## src/rtl/prp_pointer_builder.sv

```systemverilog
module prp_pointer_builder #(
  parameter int AW      = 64,
  parameter int LW      = 32,
  parameter int PB      = 12,
  parameter int MAX_ENT = 512
) (
  input  logic          clk,
  input  logic          rst_n,
  input  logic          start,
  input  logic [AW-1:0] start_addr,
  input  logic [LW-1:0] byte_len,
  input  logic [AW-1:0] list_base,
  input  logic          pg_valid,
  input  logic [AW-1:0] pg_addr,
  output logic          pg_ready,
  output logic          done,
  output logic          err,
  output logic [AW-1:0] prp1,
  output logic [AW-1:0] prp2,
  output logic          ent_valid,
  output logic [AW-1:0] ent_addr,
  output logic [AW-1:0] ent_data
);
  localparam int CW = $clog2(MAX_ENT + 2);
  localparam int NW = LW + 2;
  localparam logic [NW-1:0] PG_MASK = NW'((1 << PB) - 1);

  logic          busy, lst;
  logic [CW-1:0] left, idx;
  logic [AW-1:0] base;

  logic [NW-1:0] total, npg;
  logic          need_list, reject;

  assign total     = NW'(start_addr[PB-1:0]) + NW'(byte_len);
  assign npg       = (total + PG_MASK) >> PB;
  assign need_list = npg > NW'(2);
  assign reject    = (byte_len == '0) || (npg > NW'(MAX_ENT + 1)) ||
                     (need_list && list_base[PB-1:0] != '0);
  assign pg_ready  = busy;

  always_ff @(posedge clk) begin
    if (!rst_n) begin
      busy <= 1'b0; lst <= 1'b0; left <= '0; idx <= '0; base <= '0;
      done <= 1'b0; err <= 1'b0; prp1 <= '0; prp2 <= '0;
      ent_valid <= 1'b0; ent_addr <= '0; ent_data <= '0;
    end else begin
      done <= 1'b0;
      err <= 1'b0;
      ent_valid <= 1'b0;
      if (!busy) begin
        if (start) begin
          if (reject) begin
            err <= 1'b1;
          end else if (npg == NW'(1)) begin
            done <= 1'b1;
            prp1 <= start_addr;
            prp2 <= '0;
          end else begin
            busy <= 1'b1;
            lst  <= need_list;
            left <= npg[CW-1:0] - CW'(1);
            idx  <= '0;
            prp1 <= start_addr;
            base <= list_base;
          end
        end
      end else if (pg_valid) begin
        if (pg_addr[PB-1:0] != '0) begin
          err  <= 1'b1;
          busy <= 1'b0;
        end else if (!lst) begin
          prp2 <= pg_addr;
          done <= 1'b1;
          busy <= 1'b0;
        end else begin
          ent_valid <= 1'b1;
          ent_addr  <= base + AW'({idx, 3'b000});
          ent_data  <= pg_addr;
          idx       <= idx + CW'(1);
          left      <= left - CW'(1);
          if (left == CW'(1)) begin
            done <= 1'b1;
            prp2 <= base;
            busy <= 1'b0;
          end
        end
      end
    end
  end

  a_r10_done_err_exclusive: assert property (@(posedge clk) disable iff (!rst_n)
    !(done && err));
  a_r10_done_single_pulse: assert property (@(posedge clk) disable iff (!rst_n)
    done |=> !done);
  a_r6_entries_aligned: assert property (@(posedge clk) disable iff (!rst_n)
    ent_valid |-> ent_data[PB-1:0] == '0);
  a_r3_prp2_aligned: assert property (@(posedge clk) disable iff (!rst_n)
    done |-> prp2[PB-1:0] == '0);
  a_r4_entry_from_accept: assert property (@(posedge clk) disable iff (!rst_n)
    ent_valid |-> $past(pg_valid && pg_ready));
  a_r9_busy_holds: assert property (@(posedge clk) disable iff (!rst_n)
    (pg_ready && !pg_valid) |=> pg_ready);
endmodule

```

## config.mk

```make
export PLATFORM = sky130hd
export DESIGN_NAME = prp_pointer_builder
export DESIGN_NICKNAME = d
export VERILOG_FILES = /design/src/rtl/prp_pointer_builder.sv
export SDC_FILE = /design/constraint.sdc
export NUM_CORES = 1
export LEC_CHECK = 0
export CORE_AREA = 3 3 214 164
export CTS_CLUSTER_SIZE = 25
export DETAILED_ROUTE_END_ITERATION = 6
export DIE_AREA = 0 0 217 167
export HOLD_SLACK_MARGIN = 0.02
export PLACE_DENSITY = 0.8
export SLEW_MARGIN = 30
export SYNTH_ARGS = -nofsm -noshare
export SYNTH_HDL_FRONTEND = slang
export SYNTH_SLANG_ARGS = --single-unit
```

## constraint.sdc

```tcl
create_clock -name clk -period 5.6 [get_ports clk]
set_input_delay 1.4 -clock clk [delete_from_list [all_inputs] [get_ports clk]]
set_output_delay 1.4 -clock clk [all_outputs]
set_load 0.03 [all_outputs]
```

# == After elaboration in Yosys (flattened, before gate mapping) ==
# Index checks and enable logic that the tools add are counted.
# totals
latch_bits,0
mem_bits_rw,0
out_inout_bits,260
romBits,0
input_bits,228
n_memories,0
reg_bits,345
elab_cells,92
# op_classes
muxes,44
n_bitwise,6
order_cmp,2
n_reduce_logical,14
n_eq_ne,8
div,0
addsub,6
multipliers,0
n_shift,0
# op_table
op,count
2-to-1 mux 64 bit,8
2-to-1 mux 10 bit,14
adder 64 x 13 -> 64 bit,1
adder 33 x 12 -> 34 bit (second input constant),1
adder 12 x 32 -> 33 bit,1
zero test 32 bit,1
nonzero test 12 bit,2
equality test 22 x 1 -> 1 bit (second input constant),1
> comparator 22 x 10 -> 1 bit (second input constant),1
> comparator 22 x 2 -> 1 bit (second input constant),1
2-to-1 mux 1 bit,22
subtractor 10 x 1 -> 10 bit (second input constant),2
AND reduction 6 bit,2
adder 10 x 1 -> 10 bit (second input constant),1
equality test 10 x 1 -> 1 bit (second input constant),1
inequality test 2 bit (second input constant),4
AND reduction 4 bit,2
inverter 1 bit,6
nonzero test 2 bit,2
OR reduction 4 bit,1
inequality test 3 x 2 -> 1 bit (second input constant),1
AND reduction 3 bit,1
logical OR 1 bit,2
inequality test 2 x 1 -> 1 bit (second input constant),1
logical AND 1 bit,1

# == Logic depth before layout (Yosys ltp) ==
# Gate-level depths: netlist of run 1.
# depth
ltp_word,8
depth_mapped,23
depth_no_buf,19

# == Worst setup path before layout of run 1 ==
# Ideal clock, no wire load.
# synth_path
path_type,input to register
startpoint,input port start_addr[11]
endpoint,register prp2[10]
slack_ps,384
setup_time_ps,70
arrival_ps,5146
path_stages,20
required_ps,5530
path_buffers,2
path_cell_list,inv_1 -> ha_1 -> inv_1 -> ha_1 -> nand2_1 -> o21ai_0 -> mux2_2 -> a31oi_1 -> and2_1 -> clkbuf_1 -> inv_1 -> ha_1 -> nor2_1 -> inv_1 -> o2bb2ai_1 -> a21oi_1 -> nor4b_4 -> a211oi_2 -> clkbuf_1 -> o2bb2ai_1
# synth_between
elab_chain_cells,7
elab_cells_between_ends,11
cone_classes,add/sub (2); order compare (2); eq/ne (2); reduce/logical (5)
# synth_rtl
element,line_no,rtl
start: declaration,10,"input logic [AW-1:0] start_addr,"
adder 12 x 32 -> 33 bit (*),35,assign total = NW'(start_addr[PB-1:0]) + NW'(byte_len);
adder 33 x 12 -> 34 bit (*),36,assign npg = (total + PG_MASK) >> PB;
> comparator 22 x 10 -> 1 bit or > comparator 22 x 2 -> 1 bit (tied branches),"38, 37",
logical OR 1 bit or logical AND 1 bit (tied branches),"38, 39",
logical OR 1 bit,38,assign reject = (byte_len == '0) || (npg > NW'(MAX_ENT + 1)) ||
inequality test 2 bit (no line),--,
AND reduction 6 bit (no line) (*),--,
end signal: assignment,73,prp2 <= pg_addr;
end signal: assignment,84,prp2 <= base;
end: declaration,19,"output logic [AW-1:0] prp2,"
# Every way passes the cells marked *; elsewhere a longest branch is shown, timed or not.
# A chain may end at the register's enable or synchronous reset.

# == Worst setup path after layout of run 1 ==
# layout_path
startpoint,input port byte_len[11]
endpoint,register prp1[52]
# layout_between
elab_chain_cells,7
elab_cells_between_ends,10
cone_classes,add/sub (2); order compare (2); bitwise (1); reduce/logical (5)
# layout_rtl
element,line_no,rtl
start: declaration,11,"input logic [LW-1:0] byte_len,"
adder 12 x 32 -> 33 bit,35,
adder 33 x 12 -> 34 bit,36,
> comparator 22 x 10 -> 1 bit or > comparator 22 x 2 -> 1 bit (tied branches),"38, 37",
logical OR 1 bit or logical AND 1 bit (tied branches),"38, 39",
logical OR 1 bit (*),38,
inverter 1 bit (no line) (*),--,
AND reduction 3 bit (no line) (*),--,
end signal: assignment,57,prp1 <= start_addr;
end signal: assignment,64,prp1 <= start_addr;
end: declaration,18,"output logic [AW-1:0] prp1,"
# Marks and branches as above.

==> results of run 1 <==
## synthesized netlist by cell type (14+ instances only)
library cell and n:
a211oi_1 19, a21oi_1 188, a31oi_1 20, and3_1 23, buf_2 14, clkbuf_1 93, dfxtp_1 345, ha_1 38
inv_1 69, mux2i_1 133, nand2_1 314, nand3_1 35, nor2_1 126, nor3_1 25, nor4_1 17, o21ai_0 80
o2bb2ai_1 65, xnor2_1 28, xor2_1 32
## metrics by stage
stage	setup TNS [ns]	util, %	area, um^2	cells	setup slack, ns
after floorplan	0	-	15500	1816	0.384
after global placement	-9.24	63.0	20900	2684	-0.177
after detailed placement	-38.81	63.0	20900	2684	-0.329
after CTS	0	66.7	22200	2750	0.218
after global routing	0	66.8	22200	2753	0.00467
final	0	66.8	22200	2753	0.306
## path summary, 6_finish.rpt
| path | start | endpoint | slack [ns] |
|---|---|---|---|
| min | prp1[12] | prp1[12] | 0.45 |
| max reg2reg | base[18] | ent_addr[59] | 1.92 |
| min reg2reg | prp1[12] | prp1[12] | 0.45 |
| max | byte_len[11] | prp1[52] | 0.31 |
## power groups by stage
stage | Clock, W | Sequential [W] | Combinational (W)
CTS | 0.00253 | 0.00245 | 0.000420
global route | 0.00263 | 0.00245 | 0.000459
global placement | 0 | 0.00251 | 0.000408
finish | 0.00249 | 0.00245 | 0.000424
detailed placement | 0 | 0.00251 | 0.000418
floorplan | 0 | 0.00251 | 0.000157
## flip-flops by register name (all words and copies together), names as in the netlist
register / count
base: 64
done: 1
ent_addr: 64
ent_data: 64
ent_valid: 1
err: 1
idx: 10
left: 10
lst: 1
pg_ready: 1
prp1: 64
prp2: 64
## area by class of cell
| class | instances | area (um^2) |
|---|---|---|
| Fill cell | 2645 | 11000 |
| Inverter | 70 | 268 |
| Tap cell | 450 | 563 |
| Multi-Input combinational cell | 1279 | 7830 |
| Antenna cell | 1 | 2.50 |
| Clock inverter | 19 | 204 |
| Timing Repair Buffer | 542 | 5400 |
| Clock buffer | 47 | 1030 |
| Sequential cell | 345 | 6910 |
## what timing repair did
action / 4_1_cts / 5_1_grt
gates resized for setup: 0 / 3
setup endpoints to repair: 0 / 96
hold buffers: 0 / 0
## layer usage
metal / global-route usage (%) / up-vias / wire (um)
li1: - / 7263 / -
met1: 36.7 / 7233 / 22900
met2: 47.6 / 589 / 25400
met3: 8.74 / 106 / 4760
met4: 8.82 / 2 / 1570
met5: 0 / - / 13
## cell families (layout without fill, tap and decap cells)
kind of cell / Yosys count / count (layout) / share of synthesized area, %
mux: 135 / 135 / 8.74
flops: 345 / 345 / 44.6
fa+ha+maj: 39 / 39 / 3.20
xor+xnor: 60 / 60 / 3.39
compound gates: 440 / 440 / 17.7
buf+inv: 192 / 678 / 5.22
other cells: 0 / 1 / 0
simple gates: 605 / 605 / 17.2
## critical path: stages
cell	delay, ns
clkdlybuf4s50_1	0.50
inv_1	0.06
ha_1	0.27
inv_1	0.04
ha_1	0.35
a21oi_1	0.20
o21ai_0	0.15
or3_1	0.32
mux2_2	0.28
and2_1	0.18
inv_1	0.08
ha_1	0.17
nor2_1	0.04
inv_1	0.07
nand2_1	0.05
o2bb2ai_1	0.17
a21oi_2	0.16
or4b_2	0.73
buf_12	0.22
nand2_1	0.11
a21oi_1	0.07
==> impl_metrics.toml, run 1 <==
[worst_setup_path]
cp.required_ns = 5.97
cp_data_arrival_time_ns = 5.66
worst-r2r-cell-count = 9
end_kind = "flip-flop"
start_kind = "input port"
path_max_fanout = 64
critPathKind = "in -> reg"

[clocking]
path_clk_slew_ns = 0.06
cts_buffer_depth = 3
cts_tree = "yes"
clock-sinks = 345
insertion_delay_ns = 0.53
cts_buffers = 36
htree_levels = 2
post_cts_buffers = 0
root_buffer = "clkbuf_16"

[synthesis]
synthFlopType = "dfxtp_1"
syn_avg_cell_area_um2 = 8.53
synth_top_area_share_pct = 44.6
yosysTopAreaCell = "dfxtp_1"
synthCells = 1816
ys_ff_latch = 345
ys_types = 60
ys_seq_area_share_pct = 44.6
yosys_warnings = 0
synth_area_um2 = 15500
synth_edf_count = 0
synth_nets = 2083
async_flop_share_pct = 0
synth_top_cells_by_area = "dfxtp_1 45%, mux2i_1 8.6%, nand2_1 7.6%"

[layout]
drive_gt1_share_pct = 6.13
nNetsFinal = 2541
final_common_cell = "clkdlybuf4s50_1"
final_cell_mix = "486 x clkdlybuf4s50_1, 344 x dfxtp_1, 312 x nand2_1"
syn2layout_area_growth_pct = 43.3

[grt]
antenna_found_initial = 2
grt_pass1_vias = 15100
grt_overflow = 0
grt_pass1_wl_um = 84700
grt_usage_pct = 28.9
grt_max_degree = 98

[detailed_routing]
ant_nets = 0
vias = 15200
drtIter0Drc = 1089
routed_wl_um = 54600
wl_per_cell_um = 19.8
drtPass1Iterations = 5
drc = 0
vias_per_cell = 5.52

[timing]
period_minus_slack_ns = 5.29
slew_headroom_pct = 37.1
maxSlewViolCount = 0
fmax_mhz = 189
fin_crit_sh_pct = 94.5
hold_viol = 0
rsz0062_at_grt = "false"
worst_slew_pin_slew_ns = 0.943
skew_ns = 0.0205
finalHoldWorstSlack_ns = 0.452
setup_viol = 0

[floorplan]
core_um2 = 33200
die-area_um2 = 36200
die_height_um = 167
initial_core_util_pct = 46.6
dieWidth_um = 217
rows = 58
ios = 488

[pwr]
peakVddDrop_mv = 0.209
p_leak_nw = 7.71
seqPwrFrac_pct = 45.7
comb_power_share_pct = 7.9
switching_share_pct = 22.8
internal_power_w = 0.00414
power.total_w = 0.00537
power.density_nw_per_um2 = 242
switchingPower_w = 0.00123
p_clk_share_pct = 46.4

[place]
dp_hpwl_um = 39500
port_buffers = 487
globalplace.congestion = 0.901

[min_path]
min_path_cells = 2
hp-class = "reg -> reg"

[run_status]
outcome = "complete, no violations"

[flow_run]
cap_viol_max_count = 0
(Power assumes the default switching activity.)
==> run 2, diff against run 1 <==
CORE_AREA = 3 3 189 191   (was 3 3 214 164)
DIE_AREA = 0 0 192 194   (was 0 0 217 167)
DONT_BUFFER_PORTS = 1   (was not set)
PLACE_DENSITY = not set   (was 0.8)
clock period = 6.5 ns   (was 5.6 ns; I/O delays follow)
==> run 2 against run 1 <==
Net effect: critical path depth unchanged; global-route usage down 4.6 points; first-iteration DRC count down 49%.
==> impl_metrics.toml, run 2 (synthesis results as in run 1) <==
[timing]
slew_headroom_pct = 38.2
setup_viol = 0
finalSetupTns_ns = 0
hold_viol = 0
period_minus_slack_ns = 5.43
maxSlewViolCount = 0
worst_slew_pin_slew_ns = 0.927
fmax_mhz = 184
rsz0062_at_grt = "false"
skew_ns = 0.0173
fin_crit_sh_pct = 83.5

[worst_setup_path]
path_max_fanout = 37
cp_data_arrival_time_ns = 5.82
critPathMaxStageDelay_ns = 0.46
cpMostUsedCell = "inv_1"
end_kind = "flip-flop"
path_delay_family = "simple AND/OR/NAND/NOR gates"
cp.required_ns = 6.89
slowest_stage = "nor4_2"
cp_num_buf_inv = 6
critPathKind = "in -> reg"
start_kind = "input port"
crit_chain = "inv_1 -> ha_1 -> inv_1 -> ha_1 -> a21oi_1 -> o21ai_0 -> or3_1 -> mux2_2 -> and2_1 -> inv_1 -> ha_1 -> nor2_1 -> inv_1 -> nand2_1 -> o2bb2ai_1 -> a21oi_1 -> nor4_2 -> buf_12 -> buf_12 -> mux2i_1 -> nor2_1"

[grt]
grt_usage_pct = 24.3
grt_pass1_vias = 12400
grt_pass1_wl_um = 72400
grt_overflow = 0
antenna_found_initial = 3
grt_max_degree = 110

[clocking]
cts_buffer_depth = 3
cts_tree = "yes"
clock-sinks = 345
htree_levels = 2
root_buffer = "clkbuf_16"
cts_buffers = 39
insertion_delay_ns = 0.55
hold_buffers = 0
cts_resized = 0
post_cts_buffers = 0
path_clk_slew_ns = 0.06

[floorplan]
ios = 488
dieWidth_um = 192
initial_core_util_pct = 45.2
rows = 68
core_um2 = 34300
die-area_um2 = 37200
die_height_um = 194

[pwr]
peakVddDrop_mv = 0.207
switchingPower_w = 0.000997
internal_power_w = 0.00352
seqPwrFrac_pct = 46.8
comb_power_share_pct = 3.6
power.density_nw_per_um2 = 265
p_leak_nw = 5.73
switching_share_pct = 22.1
p_clk_share_pct = 49.6

[flow_run]
cap_viol_max_count = 0

[layout]
syn2layout_area_growth_pct = 9.88
final_cell_mix = "344 x dfxtp_1, 312 x nand2_1, 188 x a21oi_1"
final_area_um2 = 17000
nNetsFinal = 2018
final_common_cell = "dfxtp_1"
drive_gt1_share_pct = 5.29

[place]
port_buffers = 0
placed_area_um2 = 15700
dp_hpwl_um = 33700
globalplace.congestion = 0.892

[detailed_routing]
drtIter0Drc = 553
vias_per_cell = 5.70
routed_wl_um = 47800
wl_per_cell_um = 21.4
drtPass1Iterations = 5
vias = 12700
drc = 0
ant_nets = 0

[run_status]
outcome = "complete, no violations"

[min_path]
hp-class = "reg -> reg"
run 2: power by group through the flow:
stage	clock, W	sequential [W]	combinational [W]
after CTS	0.00228	0.00212	0.000165
after global placement	0	0.00216	0.000162
after global routing	0.00236	0.00211	0.000184
after detailed placement	0	0.00216	0.000164
after floorplan	0	0.00216	0.000136
final	0.00224	0.00212	0.000164
run 2: worst paths after layout:
kind / startpoint / to / slack [ns] / depth (start not counted)
min reg2reg: idx[9] / idx[9] / 0.47 / 1
max reg2reg: idx[0] / ent_addr[59] / 2.78 / 13
min: idx[9] / idx[9] / 0.47 / 1
max: start_addr[11] / base[16] / 1.07 / 21
run 2: per-layer routing:
layer | track usage [%] | share of wire, % | routed length, um | vias to the layer above
met4 | 7.80 | 2.7 | 1290 | 0
met3 | 8.17 | 9.8 | 4690 | 78
met1 | 28.7 | 40 | 18900 | 6012
met2 | 41.6 | 48 | 22900 | 453
li1 | - | - | - | 6205
met5 | 0 | 0 | 0 | -
run 2: through the flow:
stage,utilization (%),hold slack (ns),cells,worst slack [ns],total power [W]
after floorplan,-,0.438,1816,1.06,0.00230
after global placement,45.8,0.460,2163,0.616,0.00232
after detailed placement,45.8,0.461,2163,0.510,0.00233
after CTS,49.6,0.476,2230,1.11,0.00456
after global routing,49.7,0.510,2235,0.657,0.00466
final,49.7,0.470,2235,1.07,0.00452
run 2: cell type report:
cell class | count | area [um^2]
fill | 3296 | 17300
clock inverter | 8 | 100
inverter | 70 | 268
sequential | 345 | 6910
antenna | 3 | 7.51
timing repair buffer | 16 | 158
clock buffer | 59 | 1190
tap | 455 | 569
multi-input combinational | 1279 | 7820
run 2: worst register-to-register path: stages, from the launching register on:
cell and delay, ns:
dfxtp_1 0.42, ha_1 0.20, inv_1 0.05, fa_1 0.40
nor2b_1 0.15, o21ai_0 0.12, a21oi_1 0.21, o21ai_0 0.23
a21oi_1 0.19, o21a_1 0.42, o211ai_1 0.30, buf_4 0.29
or4_1 0.50, a31oi_1 0.17
==> run 3, diff against run 2 <==
CORE_AREA = 3 3 190 192   (was 3 3 189 191)
DIE_AREA = 0 0 193 195   (was 0 0 192 194)
clock period = 5.2 ns   (was 6.5 ns; I/O delays follow)
==> run 3 against run 2 <==
Net effect: clock skew shrank 0.0028 ns; global-route usage shrank 0.51 points; die area grew 1.0%; largest power group is now registers; cell count grew 1.1%; sequential cell count is the same; sequential share of layout area shrank 0.41 points; register-to-register slack lost 1.1 ns; worst hold slack is essentially flat; critical path depth shrank 1; highest routed layer unchanged; routed wire length shrank 0.67%; critical endpoint is now left[3]; power grew 22%; sequential power grew 25%.
==> impl_metrics.toml, run 3 (synthesis results as in run 1) <==
[detailed_routing]
drtIter0Drc = 691
drc = 0
vias_per_cell = 5.68
wl_per_cell_um = 21.0
routed_wl_um = 47500
drtPass1Iterations = 5
vias = 12800
ant_nets = 0

[clocking]
hold_buffers = 0
cts_tree = "yes"
htree_levels = 2
root_buffer = "clkbuf_16"
cts_buffer_depth = 3
post_cts_buffers = 0
cts_resized = 0
path_clk_slew_ns = 0.06
cts_buffers = 37
clock-sinks = 345
insertion_delay_ns = 0.54

[timing]
fin_crit_sh_pct = 90.2
worst_slew_pin_slew_ns = 0.932
setup_viol = 0
finalHoldWorstSlack_ns = 0.471
period_minus_slack_ns = 4.69
rsz0062_at_grt = "false"
fmax_mhz = 213
hold_viol = 0
slew_headroom_pct = 37.6
maxSlewViolCount = 0
skew_ns = 0.0145

[worst_setup_path]
cp_data_arrival_time_ns = 5.06
path_delay_family = "simple AND/OR/NAND/NOR gates"
start_kind = "input port"
critPathMaxStageDelay_ns = 0.45
cpMostUsedCell = "inv_1"
r2r-start = "idx[0]"
cp.required_ns = 5.57
cp_num_buf_inv = 5
end_kind = "flip-flop"
crit_start = "start_addr[11]"
critPathKind = "in -> reg"
slowest_stage = "or2_1"
path_max_fanout = 13
crit_chain = "inv_1 -> ha_1 -> inv_1 -> ha_1 -> a21oi_1 -> o21ai_0 -> or3_1 -> mux2_2 -> and2_1 -> inv_1 -> ha_1 -> nor2_1 -> inv_1 -> nand2_1 -> o2bb2ai_1 -> a21oi_1 -> nor4_2 -> buf_4 -> or2_1 -> a211oi_1"

[min_path]
hold_start = "idx[9]"
hp-class = "reg -> reg"

[floorplan]
die_height_um = 195
die-area_um2 = 37600
rows = 68
initial_core_util_pct = 44.9
ios = 488
core_um2 = 34500
dieWidth_um = 193

[flow_run]
cap_viol_max_count = 0

[layout]
fin_cells = 2259
syn2layout_area_growth_pct = 11.0
final_cell_mix = "344 x dfxtp_1, 312 x nand2_1, 188 x a21oi_1"
drive_gt1_share_pct = 6.77
final_common_cell = "dfxtp_1"
num-fill-cells = 3302
nNetsFinal = 2044

[grt]
grt_pass1_wl_um = 71000
grt_overflow = 0
grt_max_degree = 113
antenna_found_initial = 2
grt_pass1_vias = 12300
grt_usage_pct = 23.8

[pwr]
peakVddDrop_mv = 0.271
power.density_nw_per_um2 = 320
comb_power_share_pct = 4.1
switchingPower_w = 0.00121
switching_share_pct = 22.1
p_leak_nw = 5.87
p_clk_share_pct = 47.8
seqPwrFrac_pct = 48.1
internal_power_w = 0.00428

[run_status]
outcome = "complete, no violations"

[place]
placed_cells = 2192
globalplace.congestion = 0.880
dp_hpwl_um = 34400
port_buffers = 0
[run 3: metal layers]
layer  vias up  share of wire [%]  GRT usage (%)
met3        66                 10           7.86
met4         0                2.8           8.01
met1      6020                 39           28.0
met5         -                  0              0
met2       475                 48           40.8
li1       6265                  -              -
[run 3: area by class of cell]
type / count / area [um^2] / share of cell area [%]
Antenna cell: 2 / 5.00 / 0.0291
Clock buffer: 54 / 1120 / 6.53
Clock inverter: 10 / 92.6 / 0.538
Inverter: 70 / 268 / 1.56
Multi-Input combinational cell: 1279 / 7810 / 45.4
Sequential cell: 345 / 6910 / 40.2
Tap cell: 455 / 569 / 3.31
Timing Repair Buffer: 44 / 422 / 2.45
[run 3: worst paths after layout]
path,endpoint,slack (ns),depth (start not counted)
setup / recovery,left[3],0.51,20
hold / removal,idx[9],0.47,1
setup reg to reg,ent_addr[63],1.66,13
hold reg to reg,idx[9],0.47,1
[run 3: worst reg2reg max path: cells and delay by family, from the launching register on]
family	cells	cell delay [ns]
AO/OA/AOI/OAI	7	1.52
AND/OR/NAND/NOR	2	0.65
adder cells (fa/ha/maj)	2	0.58
flip-flops	1	0.41
buffers and inverters	2	0.31
[run 3: through the flow]
stage	setup TNS [ns]	area (um^2)	util [%]	setup WS, ns	total power, W
final	0	17200	49.8	0.511	0.00550
after global routing	0	17200	49.8	0.183	0.00569
after CTS	0	17200	49.8	0.546	0.00557
after detailed placement	-0.0747	16000	46.2	-0.0396	0.00293
after global placement	0	16000	46.2	0.135	0.00292
after floorplan	0	15500	-	0.0836	0.00287
[run 3: power groups by stage]
stage	Clock, W	Combinational (W)	Sequential [W]
detailed placement	0	0.000227	0.00270
CTS	0.00269	0.000228	0.00264
floorplan	0	0.000169	0.00270
finish	0.00263	0.000227	0.00264
global route	0.00279	0.000253	0.00264
global placement	0	0.000222	0.00270
